<file path="config.mk">
export PLATFORM = sky130hd
export DESIGN_NAME = die_temp_estimator
export DESIGN_NICKNAME = d
export VERILOG_FILES = /design/src/rtl/temp_est_pkg.sv /design/src/rtl/temp_sat_add.sv /design/src/rtl/est_phase_ctrl.sv /design/src/rtl/est_datapath.sv /design/src/rtl/die_temp_estimator.sv
export SDC_FILE = /design/constraint.sdc
export NUM_CORES = 1
export LEC_CHECK = 0
export ABC_AREA = 1
export BUFFER_PORTS_ARGS = -buffer_cell sky130_fd_sc_hd__buf_4
export CAP_MARGIN = 15
export CORE_ASPECT_RATIO = 0.6
export CORE_UTILIZATION = 53
export CTS_CLUSTER_SIZE = 40
export DETAILED_ROUTE_END_ITERATION = 12
export PLACE_DENSITY = 0.86
export SYNTH_ARGS = -nofsm -noshare
export SYNTH_HDL_FRONTEND = slang
export SYNTH_SLANG_ARGS = --single-unit
</file>
<file path="constraint.sdc">
create_clock -name clk -period 3.6 [get_ports clk]
set_input_delay 0.72 -clock clk [delete_from_list [all_inputs] [get_ports clk]]
set_output_delay 0.72 -clock clk [all_outputs]
set_load 0.1 [all_outputs]
</file>
<file path="src/rtl/temp_est_pkg.sv">
package temp_est_pkg;

  typedef enum logic [2:0] {
    PH_IDLE = 3'd0,
    PH_FAST = 3'd1,
    PH_SLOW = 3'd2,
    PH_SAT  = 3'd3,
    PH_COOL = 3'd4
  } phase_t;

  typedef enum logic [2:0] {
    OP_HOLD  = 3'd0,
    OP_LOAD  = 3'd1,
    OP_JUMP  = 3'd2,
    OP_FAST  = 3'd3,
    OP_SLOW  = 3'd4,
    OP_CREEP = 3'd5,
    OP_CMID  = 3'd6,
    OP_CEND  = 3'd7
  } op_t;

endpackage

</file>
<file path="src/rtl/temp_sat_add.sv">
module temp_sat_add #(
  parameter int W  = 12,
  parameter int BW = 8
) (
  input  logic [W-1:0]  a,
  input  logic [BW-1:0] b,
  output logic [W-1:0]  y
);
  localparam int SW = W + 1;

  logic [SW-1:0] sum;

  always_comb begin
    sum = {1'b0, a} + SW'(b);
    y   = sum[W] ? {W{1'b1}} : sum[W-1:0];
  end
endmodule

</file>
<file path="src/rtl/est_phase_ctrl.sv">
module est_phase_ctrl
  import temp_est_pkg::*;
#(
  parameter int CNT_W = 8
) (
  input  logic             clk,
  input  logic             rst,
  input  logic             tick,
  input  logic             base_load,
  input  logic             cfg_change,
  input  logic             task_remove,
  input  logic [CNT_W-1:0] fast_ticks,
  input  logic [CNT_W-1:0] slow_ticks,
  output op_t              op,
  output phase_t           phase_q,
  output logic             sat_q
);
  localparam logic [CNT_W-1:0] CNT_MAX = {CNT_W{1'b1}};

  phase_t           phase_d;
  logic [CNT_W-1:0] cnt_q, cnt_d, cnt_inc;
  logic             half_q, half_d;
  logic             live;

  always_comb begin
    cnt_inc = (cnt_q == CNT_MAX) ? cnt_q : cnt_q + 1'b1;
    live    = (phase_q == PH_FAST) || (phase_q == PH_SLOW) || (phase_q == PH_SAT);
    op      = OP_HOLD;
    phase_d = phase_q;
    cnt_d   = cnt_q;
    half_d  = half_q;
    if (base_load) begin
      op      = OP_LOAD;
      phase_d = PH_FAST;
      cnt_d   = '0;
    end else if (task_remove && live) begin
      phase_d = PH_COOL;
      half_d  = 1'b0;
    end else if (cfg_change && live) begin
      op      = OP_JUMP;
      phase_d = PH_SAT;
    end else if (tick) begin
      unique case (phase_q)
        PH_FAST: begin
          op    = OP_FAST;
          cnt_d = cnt_inc;
          if (cnt_inc >= fast_ticks) phase_d = PH_SLOW;
        end
        PH_SLOW: begin
          op    = OP_SLOW;
          cnt_d = cnt_inc;
          if (cnt_inc >= slow_ticks) phase_d = PH_SAT;
        end
        PH_SAT: begin
          op    = OP_CREEP;
          cnt_d = cnt_inc;
        end
        PH_COOL: begin
          if (!half_q) begin
            op     = OP_CMID;
            half_d = 1'b1;
          end else begin
            op      = OP_CEND;
            phase_d = PH_IDLE;
          end
        end
        default: op = OP_HOLD;
      endcase
    end
  end

  always_ff @(posedge clk) begin
    if (rst) begin
      phase_q <= PH_IDLE;
      cnt_q   <= '0;
      half_q  <= 1'b0;
      sat_q   <= 1'b0;
    end else begin
      phase_q <= phase_d;
      cnt_q   <= cnt_d;
      half_q  <= half_d;
      sat_q   <= (phase_d == PH_SAT);
    end
  end

  // a start pulse always lands in fast rise with a cleared count
  a_r2_load_enters_fast: assert property (@(posedge clk) disable iff (rst)
    base_load |=> (phase_q == PH_FAST) && (cnt_q == '0));

  // reconfiguration outside a live phase leaves the phase alone
  a_r7_cfg_ignored_idle: assert property (@(posedge clk) disable iff (rst)
    (phase_q == PH_IDLE) && cfg_change && !base_load |=> phase_q == PH_IDLE);

  // the second cool-down tick returns to idle
  a_r8_cool_two_ticks: assert property (@(posedge clk) disable iff (rst)
    (phase_q == PH_COOL) && half_q && tick && !base_load |=> phase_q == PH_IDLE);

  // the flag tracks the plateau phase
  a_r4_flag_matches: assert property (@(posedge clk) disable iff (rst)
    sat_q == (phase_q == PH_SAT));
endmodule

</file>
<file path="src/rtl/est_datapath.sv">
module est_datapath
  import temp_est_pkg::*;
#(
  parameter int TEMP_W = 12,
  parameter int STEP_W = 8
) (
  input  logic              clk,
  input  logic              rst,
  input  op_t               op,
  input  phase_t            phase_q,
  input  logic [TEMP_W-1:0] base_temp,
  input  logic [TEMP_W-1:0] cfg_sat_temp,
  input  logic [TEMP_W-1:0] cool_temp,
  input  logic [STEP_W-1:0] fast_slope,
  input  logic [STEP_W-1:0] slow_slope,
  input  logic [STEP_W-1:0] creep_step,
  input  logic [STEP_W-1:0] band_width,
  output logic [TEMP_W-1:0] est_q
);
  localparam int MW = TEMP_W + 1;

  logic [TEMP_W-1:0] ref_q;
  logic [TEMP_W-1:0] add_fast, add_slow, add_creep, cap;
  logic [MW-1:0]     mid_sum;

  temp_sat_add #(.W(TEMP_W), .BW(STEP_W)) u_add_fast  (.a(est_q), .b(fast_slope), .y(add_fast));
  temp_sat_add #(.W(TEMP_W), .BW(STEP_W)) u_add_slow  (.a(est_q), .b(slow_slope), .y(add_slow));
  temp_sat_add #(.W(TEMP_W), .BW(STEP_W)) u_add_creep (.a(est_q), .b(creep_step), .y(add_creep));
  temp_sat_add #(.W(TEMP_W), .BW(STEP_W)) u_add_cap   (.a(ref_q), .b(band_width), .y(cap));

  assign mid_sum = {1'b0, est_q} + {1'b0, cool_temp};

  always_ff @(posedge clk) begin
    if (rst) begin
      est_q <= '0;
      ref_q <= '0;
    end else begin
      unique case (op)
        OP_LOAD: begin
          est_q <= base_temp;
          ref_q <= base_temp;
        end
        OP_JUMP: begin
          est_q <= cfg_sat_temp;
          ref_q <= cfg_sat_temp;
        end
        OP_FAST: est_q <= add_fast;
        OP_SLOW: begin
          est_q <= add_slow;
          ref_q <= add_slow;
        end
        OP_CREEP: est_q <= (add_creep > cap) ? cap : add_creep;
        OP_CMID:  est_q <= mid_sum[MW-1:1];
        OP_CEND:  est_q <= cool_temp;
        default:  est_q <= est_q;
      endcase
    end
  end

  // plateau estimate stays within the band above its reference
  a_r5_band_cap: assert property (@(posedge clk) disable iff (rst)
    (phase_q == PH_SAT) |-> ({1'b0, est_q} <= {1'b0, ref_q} + MW'(band_width)));

  // rise steps never lower the estimate (no wrap)
  a_r10_no_wrap: assert property (@(posedge clk) disable iff (rst)
    (op == OP_FAST) || (op == OP_SLOW) |=> est_q >= $past(est_q));

  // idle phase with no start pulse keeps the estimate
  a_r9_idle_hold: assert property (@(posedge clk) disable iff (rst)
    (phase_q == PH_IDLE) && (op == OP_HOLD) |=> $stable(est_q));
endmodule

</file>
<file path="src/rtl/die_temp_estimator.sv">
module die_temp_estimator
  import temp_est_pkg::*;
#(
  parameter int TEMP_W = 12,
  parameter int STEP_W = 8,
  parameter int CNT_W  = 8
) (
  input  logic              clk,
  input  logic              rst,
  input  logic              tick,
  input  logic              base_load,
  input  logic [TEMP_W-1:0] base_temp,
  input  logic              cfg_change,
  input  logic [TEMP_W-1:0] cfg_sat_temp,
  input  logic              task_remove,
  input  logic [TEMP_W-1:0] cool_temp,
  input  logic [STEP_W-1:0] fast_slope,
  input  logic [STEP_W-1:0] slow_slope,
  input  logic [STEP_W-1:0] creep_step,
  input  logic [STEP_W-1:0] band_width,
  input  logic [CNT_W-1:0]  fast_ticks,
  input  logic [CNT_W-1:0]  slow_ticks,
  output logic [TEMP_W-1:0] est_temp,
  output logic [2:0]        phase,
  output logic              saturated
);
  op_t    op;
  phase_t phase_q;
  logic   sat_q;

  est_phase_ctrl #(.CNT_W(CNT_W)) u_ctrl (
    .clk(clk), .rst(rst), .tick(tick), .base_load(base_load),
    .cfg_change(cfg_change), .task_remove(task_remove),
    .fast_ticks(fast_ticks), .slow_ticks(slow_ticks),
    .op(op), .phase_q(phase_q), .sat_q(sat_q)
  );

  est_datapath #(.TEMP_W(TEMP_W), .STEP_W(STEP_W)) u_dp (
    .clk(clk), .rst(rst), .op(op), .phase_q(phase_q),
    .base_temp(base_temp), .cfg_sat_temp(cfg_sat_temp), .cool_temp(cool_temp),
    .fast_slope(fast_slope), .slow_slope(slow_slope),
    .creep_step(creep_step), .band_width(band_width),
    .est_q(est_temp)
  );

  assign phase     = phase_q;
  assign saturated = sat_q;

  // a live reconfiguration reaches the plateau in one cycle
  a_r6_jump_to_plateau: assert property (@(posedge clk) disable iff (rst)
    cfg_change && !base_load && !task_remove &&
    (phase == 3'd1 || phase == 3'd2 || phase == 3'd3)
    |=> (phase == 3'd3) && (est_temp == $past(cfg_sat_temp)));
endmodule

</file>
==> impl_metrics.toml, run 1 <==
[outcome]
run_status = "finished, final reports clean"

[floorplanning]
io_pins = 106
die-width_um = 141
effective_utilization_at_floorplan = 0.543
die_height_um = 85.4
die_area_um2 = 12000
core_region_area_um2 = 11300
fp-row-count = 30

[finish]
layout-drive-gt1-share = 0.208
finish.net_count = 1370
num_antenna_cells = 0
final_cell_area_um2 = 7710
final_standard_cell_count_with_taps_included_and_fillers_excluded = 1364
area_growth_pct = 25.6

[synthesis]
ys_ff_latch = 37
synth_nets = 1223
synthesis.area_um2 = 6140
netlist-cell-type-count = 44
syn-instance-count = 1056
synth-edff-count = 0
dominantRegCellSynth = "sky130_fd_sc_hd__dfxtp_1"
sequential_cell_area_fraction_in_the_yosys_report = 0.121
synth.avg_cell_area_um2 = 5.81
ys_async_sr_fraction = 0
synth.yosys.warnings = 0

[route]
drt_first_pass_iters = 6
ant_nets = 0
routedWlPerCell_um = 15.3
drcViolationCount = 0
via_count = 7489
routed_wirelength_mm = 20.9
routed_via_density = 5.49
dr.first_iter.drc_count = 746

[pwr]
power_density_nw_per_um2 = 338
power.leakage_uw = 0.00428
worst_vdd_ir_v = 0.000276

[setup_path]
worst-endpoint-required_ps = 3790
crit_path_top_delay_cell = "sky130_fd_sc_hd__fa_2"
timing.setup.critical_path_class = "input port to flip-flop"
worst-path-buf-inv = 6
worst_setup_startpoint = "creep_step[0]"
cp_top_family = "simple AND/OR/NAND/NOR gates"
critPathMostFrequentCell = "sky130_fd_sc_hd__nand2_1"
worst-endpoint-arrival_ps = 3570
worst_setup_path_start_kind = "input port"
crit_path_end_kind = "flip-flop"
worstPathMaxFanout = 5
worstReg2RegStart = "u_ctrl.cnt_q[0]"
critical-path-max-stage-delay_ps = 400

[clock_network]
max-clock-path-buffers = 2
cts_num_sinks = 37
numCtsBuffers = 5
cts-root-buf = "sky130_fd_sc_hd__clkbuf_16"
cts_hold_buf = 0
depth_of_the_cts_h_tree = 2
clock_tree_from_tritoncts = "yes"
clk_transition_reported_paths_ps = 60
clk-insertion-delay-late_ps = 290

[sta]
max_freq_mhz = 295
final_period_minus_worst_setup_slack_ps = 3390
final.period_utilization = 0.940
clock-skew-final_ps = 7.28
drv_slew = 0
timing.max_slew.rel_slack = 0.599
postLayoutSetupSlackWorst_ps = 215
tightest_slew_ps = 600
setup_viol = 0
timing_hold_violations_final = 0

[place]
hpwlAfterDp_mm = 17.2
io_buffers = 105
dpl.cell_count = 1353
gp_congestion = 1.04
post_dp_cell_area_um2 = 7400
post-place-ws_ps = -230

[hold_path]
launch_instance_of_the_worst_min_delay_path = "u_dp.ref_q[5]"
hold_path.class = "flip-flop to flip-flop"

[grt]
grt_usage = 0.344
grt-ovfl-total = 0
wire_length_of_the_first_global_routing_pass_mm = 32.6
antenna_violations_before_repair = 0
maximum_number_of_pins_on_one_net_before_global_route_repair = 18
grt_pass1_vias = 6498

[flow_run]
max_cap_viol_count = 0
cell usage after synthesis, drive strengths merged, types with 5 or more instances:
cell | number | area share
nand2 | 331 | 0.21
or2 | 7 | 0.0071
ha | 72 | 0.15
a31oi | 6 | 0.0061
buf | 12 | 0.015
inv | 162 | 0.099
a211oi | 5 | 0.0061
xor2 | 15 | 0.021
a21oi | 74 | 0.062
nor2 | 112 | 0.080
nor3 | 14 | 0.015
dfxtp | 37 | 0.12
o21ai | 55 | 0.048
fa | 5 | 0.016
xnor2 | 13 | 0.019
nand3 | 86 | 0.074
nand4 | 24 | 0.024
per-layer routing:
layer	part of all wire	GRT usage
met1	0.45	0.505
met5	0	0
met3	0.13	0.0784
met4	0.018	0.0504
met2	0.40	0.517
kinds of logic after synthesis:
logic type | count (synthesis) | synth area share
simple gates | 576 | 0.414
buf+inv | 180 | 0.118
compound gates | 158 | 0.144
fa+ha+maj | 77 | 0.163
flops | 37 | 0.121
xor+xnor | 28 | 0.0399
power by group:
| group | internal (uW) | switching [uW] |
|---|---|---|
| Clock | 255 | 180 |
| Sequential | 449 | 61.5 |
| Combinational | 645 | 1020 |
| Total | 1350 | 1260 |
flip-flops by register name, indices dropped and copies added (netlist names):
name            cells
u_dp.est_q         12
u_dp.ref_q         12
u_ctrl.cnt_q        8
u_ctrl.phase_q      3
u_ctrl.half_q       1
u_ctrl.sat_q        1
metrics by stage:
step / total power, uW / utilization / TNS, ps / hold WS (ps)
after global placement: 2020 / 0.655 / -896 / 472
after detailed placement: 2050 / 0.655 / -2250 / 478
after floorplan: 1530 / - / 0 / 447
after global routing: 2780 / 0.683 / -51.3 / 518
after CTS: 2470 / 0.667 / 0 / 491
final: 2610 / 0.683 / 0 / 487
layout by cell type (no fill, tap or decap), types with 3 or more instances in the layout:
master                      synthesis  layout
sky130_fd_sc_hd__a211oi_1           5       5
sky130_fd_sc_hd__a21boi_0           3       3
sky130_fd_sc_hd__a21o_1             4       4
sky130_fd_sc_hd__a21oi_1           72      69
sky130_fd_sc_hd__a21oi_2            2       5
sky130_fd_sc_hd__a31oi_1            6       6
sky130_fd_sc_hd__buf_4              3     151
sky130_fd_sc_hd__buf_6              4       4
sky130_fd_sc_hd__clkbuf_16          0       5
sky130_fd_sc_hd__dfxtp_1           37      30
sky130_fd_sc_hd__dfxtp_2            0       7
sky130_fd_sc_hd__fa_1               5       3
sky130_fd_sc_hd__ha_1              72      69
sky130_fd_sc_hd__ha_4               0       3
sky130_fd_sc_hd__inv_1            153     151
sky130_fd_sc_hd__inv_2              8      10
sky130_fd_sc_hd__nand2_1          319     312
sky130_fd_sc_hd__nand2_2            6      13
sky130_fd_sc_hd__nand2_4            6       6
sky130_fd_sc_hd__nand3_1           83      78
sky130_fd_sc_hd__nand3_2            2       7
sky130_fd_sc_hd__nand4_1           24      24
sky130_fd_sc_hd__nor2_1           103      96
sky130_fd_sc_hd__nor2_2             3      10
sky130_fd_sc_hd__nor2_4             4       4
sky130_fd_sc_hd__nor3_1            11      10
sky130_fd_sc_hd__nor3_2             2       3
sky130_fd_sc_hd__o211ai_1           4       4
sky130_fd_sc_hd__o21ai_0           46      43
sky130_fd_sc_hd__o21ai_1            6       8
sky130_fd_sc_hd__o21ai_2            2       3
sky130_fd_sc_hd__o21bai_1           3       3
sky130_fd_sc_hd__or2_2              7       5
sky130_fd_sc_hd__xnor2_1           13      13
sky130_fd_sc_hd__xor2_1            15      14
final timing paths:
kind                                      end  slack [ps]  depth (start not counted)
worst max-delay path            u_dp.est_q[8]         210                         27
worst max register to register   u_ctrl.sat_q         400                         16
worst min register to register  u_dp.ref_q[5]         490                          2
worst min-delay path            u_dp.ref_q[5]         490                          2
worst reg2reg max path, stage by stage (launching register included):
cell and delay [ps]:
sky130_fd_sc_hd__dfxtp_1 390, sky130_fd_sc_hd__ha_1 210, sky130_fd_sc_hd__nand2_1 80, sky130_fd_sc_hd__nor3_1 270, sky130_fd_sc_hd__nand2_1 110, sky130_fd_sc_hd__nor2_1 290
sky130_fd_sc_hd__nor2_1 110, sky130_fd_sc_hd__nand2_1 90, sky130_fd_sc_hd__xor2_1 410, sky130_fd_sc_hd__ha_1 340, sky130_fd_sc_hd__nand2_1 70, sky130_fd_sc_hd__nor2_1 50
sky130_fd_sc_hd__nand4_1 60, sky130_fd_sc_hd__o2111ai_1 150, sky130_fd_sc_hd__o31ai_1 260, sky130_fd_sc_hd__a21oi_1 130, sky130_fd_sc_hd__nor2_1 110
area by class of cell:
| cell class | count | area, um^2 |
|---|---|---|
| Sequential cell | 37 | 749 |
| Inverter | 164 | 618 |
| Multi-Input combinational cell | 839 | 4810 |
| Clock inverter | 2 | 10.0 |
| Tap cell | 160 | 200 |
| Clock buffer | 6 | 129 |
| Fill cell | 1012 | 3580 |
| Timing Repair Buffer | 156 | 1200 |
timing repair:
action	CTS	global route
resized for setup	0	43
endpoints found under the setup margin	0	14
endpoints found under the hold margin	0	0
buffers inserted	0	3
Note: power is estimated with default switching activity, not from simulation.
==> run 2, diff against run 1 <==
--- a/config.mk
+++ b/config.mk
@@ -8,8 +8,10 @@
 export ABC_AREA = 1
 export BUFFER_PORTS_ARGS = -buffer_cell sky130_fd_sc_hd__buf_4
 export CAP_MARGIN = 15
+export CELL_PAD_IN_SITES_DETAIL_PLACEMENT = 1
+export CELL_PAD_IN_SITES_GLOBAL_PLACEMENT = 1
 export CORE_ASPECT_RATIO = 0.6
-export CORE_UTILIZATION = 53
+export CORE_UTILIZATION = 36
 export CTS_CLUSTER_SIZE = 40
 export DETAILED_ROUTE_END_ITERATION = 12
 export PLACE_DENSITY = 0.86
==> impl_metrics.toml, run 2 (synthesis gave the netlist of run 1 again) <==
[outcome]
run_status = "finished, final reports clean"

[route]
routed_wirelength_mm = 26.5
routed_via_density = 5.35
dr.first_iter.drc_count = 568
drt_first_pass_iters = 7
routedWlPerCell_um = 18.3
via_count = 7761
drcViolationCount = 0
ant_nets = 0

[clock_network]
max-clock-path-buffers = 2
numCtsBuffers = 5
clock_tree_from_tritoncts = "yes"
cts_num_sinks = 37
clk-insertion-delay-late_ps = 290
clk_transition_reported_paths_ps = 60
cts-root-buf = "sky130_fd_sc_hd__clkbuf_16"
depth_of_the_cts_h_tree = 2
cts_hold_buf = 0

[grt]
maximum_number_of_pins_on_one_net_before_global_route_repair = 18
grt-ovfl-total = 0
grt_pass1_vias = 7582
wire_length_of_the_first_global_routing_pass_mm = 40.2
antenna_violations_before_repair = 0
grt_usage = 0.300

[setup_path]
worst-endpoint-required_ps = 3830
critical-path-max-stage-delay_ps = 350
crit_path_end_kind = "flip-flop"
worst-endpoint-arrival_ps = 3830
crit_path_top_delay_cell = "sky130_fd_sc_hd__fa_2"
worst_setup_path_start_kind = "input port"
timing.setup.critical_path_class = "input port to flip-flop"
worstPathCellList = "buf_4 -> ha_2 -> fa_2 -> nand3_2 -> nand3_2 -> nand2_2 -> nand2_2 -> nand2_2 -> inv_1 -> or2_2 -> ha_4 -> a21oi_1 -> nand2_1 -> nand2_1 -> nand3_2 -> nand2_4 -> clkinvlp_4 -> nand2_2 -> nand3_2 -> nand2_1 -> nor2_1 -> nand4_1 -> nand2_1 -> inv_1"
worstPathMaxFanout = 6

[finish]
multi_input_comb_area_um2 = 5040
num_antenna_cells = 0
area.sequential_um2 = 749
layout-drive-gt1-share = 0.253
final_standard_cell_count_with_taps_included_and_fillers_excluded = 1451
number_of_filler_cells_placed_in_the_layout = 2299
finish.net_count = 1389
layout_top_registers = "u_dp.est_q: 12 flops, u_dp.ref_q: 12 flops, u_ctrl.cnt_q: 8 flops"
area_growth_pct = 33.4
layout_commonest_cell = "sky130_fd_sc_hd__nand2_1"
utilization = 0.498
mostFrequentLayoutCells = "sky130_fd_sc_hd__nand2_1 (300), sky130_fd_sc_hd__buf_4 (166), sky130_fd_sc_hd__inv_1 (150)"

[sta]
max_freq_mhz = 278
timing_hold_violations_final = 0
final.period_utilization = 1.00
final_period_minus_worst_setup_slack_ps = 3600
grt_setup_unrepaired = "true"
tightest_slew_ps = 687
drv_slew = 0
timing.max_slew.rel_slack = 0.541
clock-skew-final_ps = 5.89
setup_viol = 0

[pwr]
power.leakage_uw = 0.00442
power_density_nw_per_um2 = 350
worst_vdd_ir_v = 0.000183

[place]
hpwlAfterDp_mm = 21.8
dpl.cell_count = 1432
gp_congestion = 0.947
io_buffers = 105

[floorplanning]
core_region_area_um2 = 16400
io_pins = 106
die-width_um = 171
effective_utilization_at_floorplan = 0.373
fp-row-count = 36
die_area_um2 = 17600
die_height_um = 103

[hold_path]
hold_path.class = "flip-flop to flip-flop"

[flow_run]
max_cap_viol_count = 0
-- run 2: report_power, final --
| part | internal, uW | leakage (uW) | switching, uW |
|---|---|---|---|
| sequential | 448 | 0.000307 | 52.9 |
| clock | 258 | 0.0000702 | 204 |
| combinational | 719 | 0.00404 | 1190 |
| total | 1430 | 0.00442 | 1440 |
-- run 2: through the flow --
stage | hold WS (ps) | worst slack [ps] | area (um^2) | total power [uW] | setup TNS, ps
after detailed placement | 481 | -580 | 7560 | 2150 | -5990
final | 487 | 1.74 | 8190 | 2870 | 0
after CTS | 495 | 4.32 | 7820 | 2670 | 0
after global routing | 522 | -126 | 8190 | 3040 | -946
after global placement | 473 | -331 | 7560 | 2090 | -3310
after floorplan | 447 | 15.0 | 6160 | 1530 | 0
-- run 2: critical path, delay by kind of cell --
family | cells | cell delay, ps
adder cells (fa/ha/maj) | 3 | 790
AO/OA/AOI/OAI | 1 | 170
buffers and inverters | 4 | 460
AND/OR/NAND/NOR | 16 | 1700
-- run 2: per-layer routing --
layer / wire [um] / track usage
met4: 499 / 0.0520
met5: 0 / 0
met2: 10700 / 0.460
met1: 13000 / 0.442
met3: 2330 / 0.0503
-- run 2: repair_timing --
item	4_1_cts	5_1_grt
pin swaps	3	34
setup buffers	4	5
resized for setup	21	73
hold endpoints to repair	0	0
setup endpoints to repair	12	14
cloned	2	0
-- run 2: cell type report --
cell class,instances,share of cell area
repair inverters,1,0.000917
clock inverters,3,0.00260
flip-flops and latches,37,0.0915
inverters,164,0.0759
repair buffers,174,0.163
multi-input cells,839,0.616
well taps,228,0.0348
clock buffers,5,0.0153
-- run 2: worst paths after layout --
check / endpoint / cells past startpoint / slack (ps) / from
min reg2reg: u_dp.ref_q[5] / 2 / 490 / u_dp.ref_q[5]
min: u_dp.ref_q[5] / 2 / 490 / u_dp.ref_q[5]
max reg2reg: u_dp.est_q[2] / 23 / 220 / u_dp.est_q[0]
max: u_dp.est_q[2] / 24 / 2 / creep_step[0]
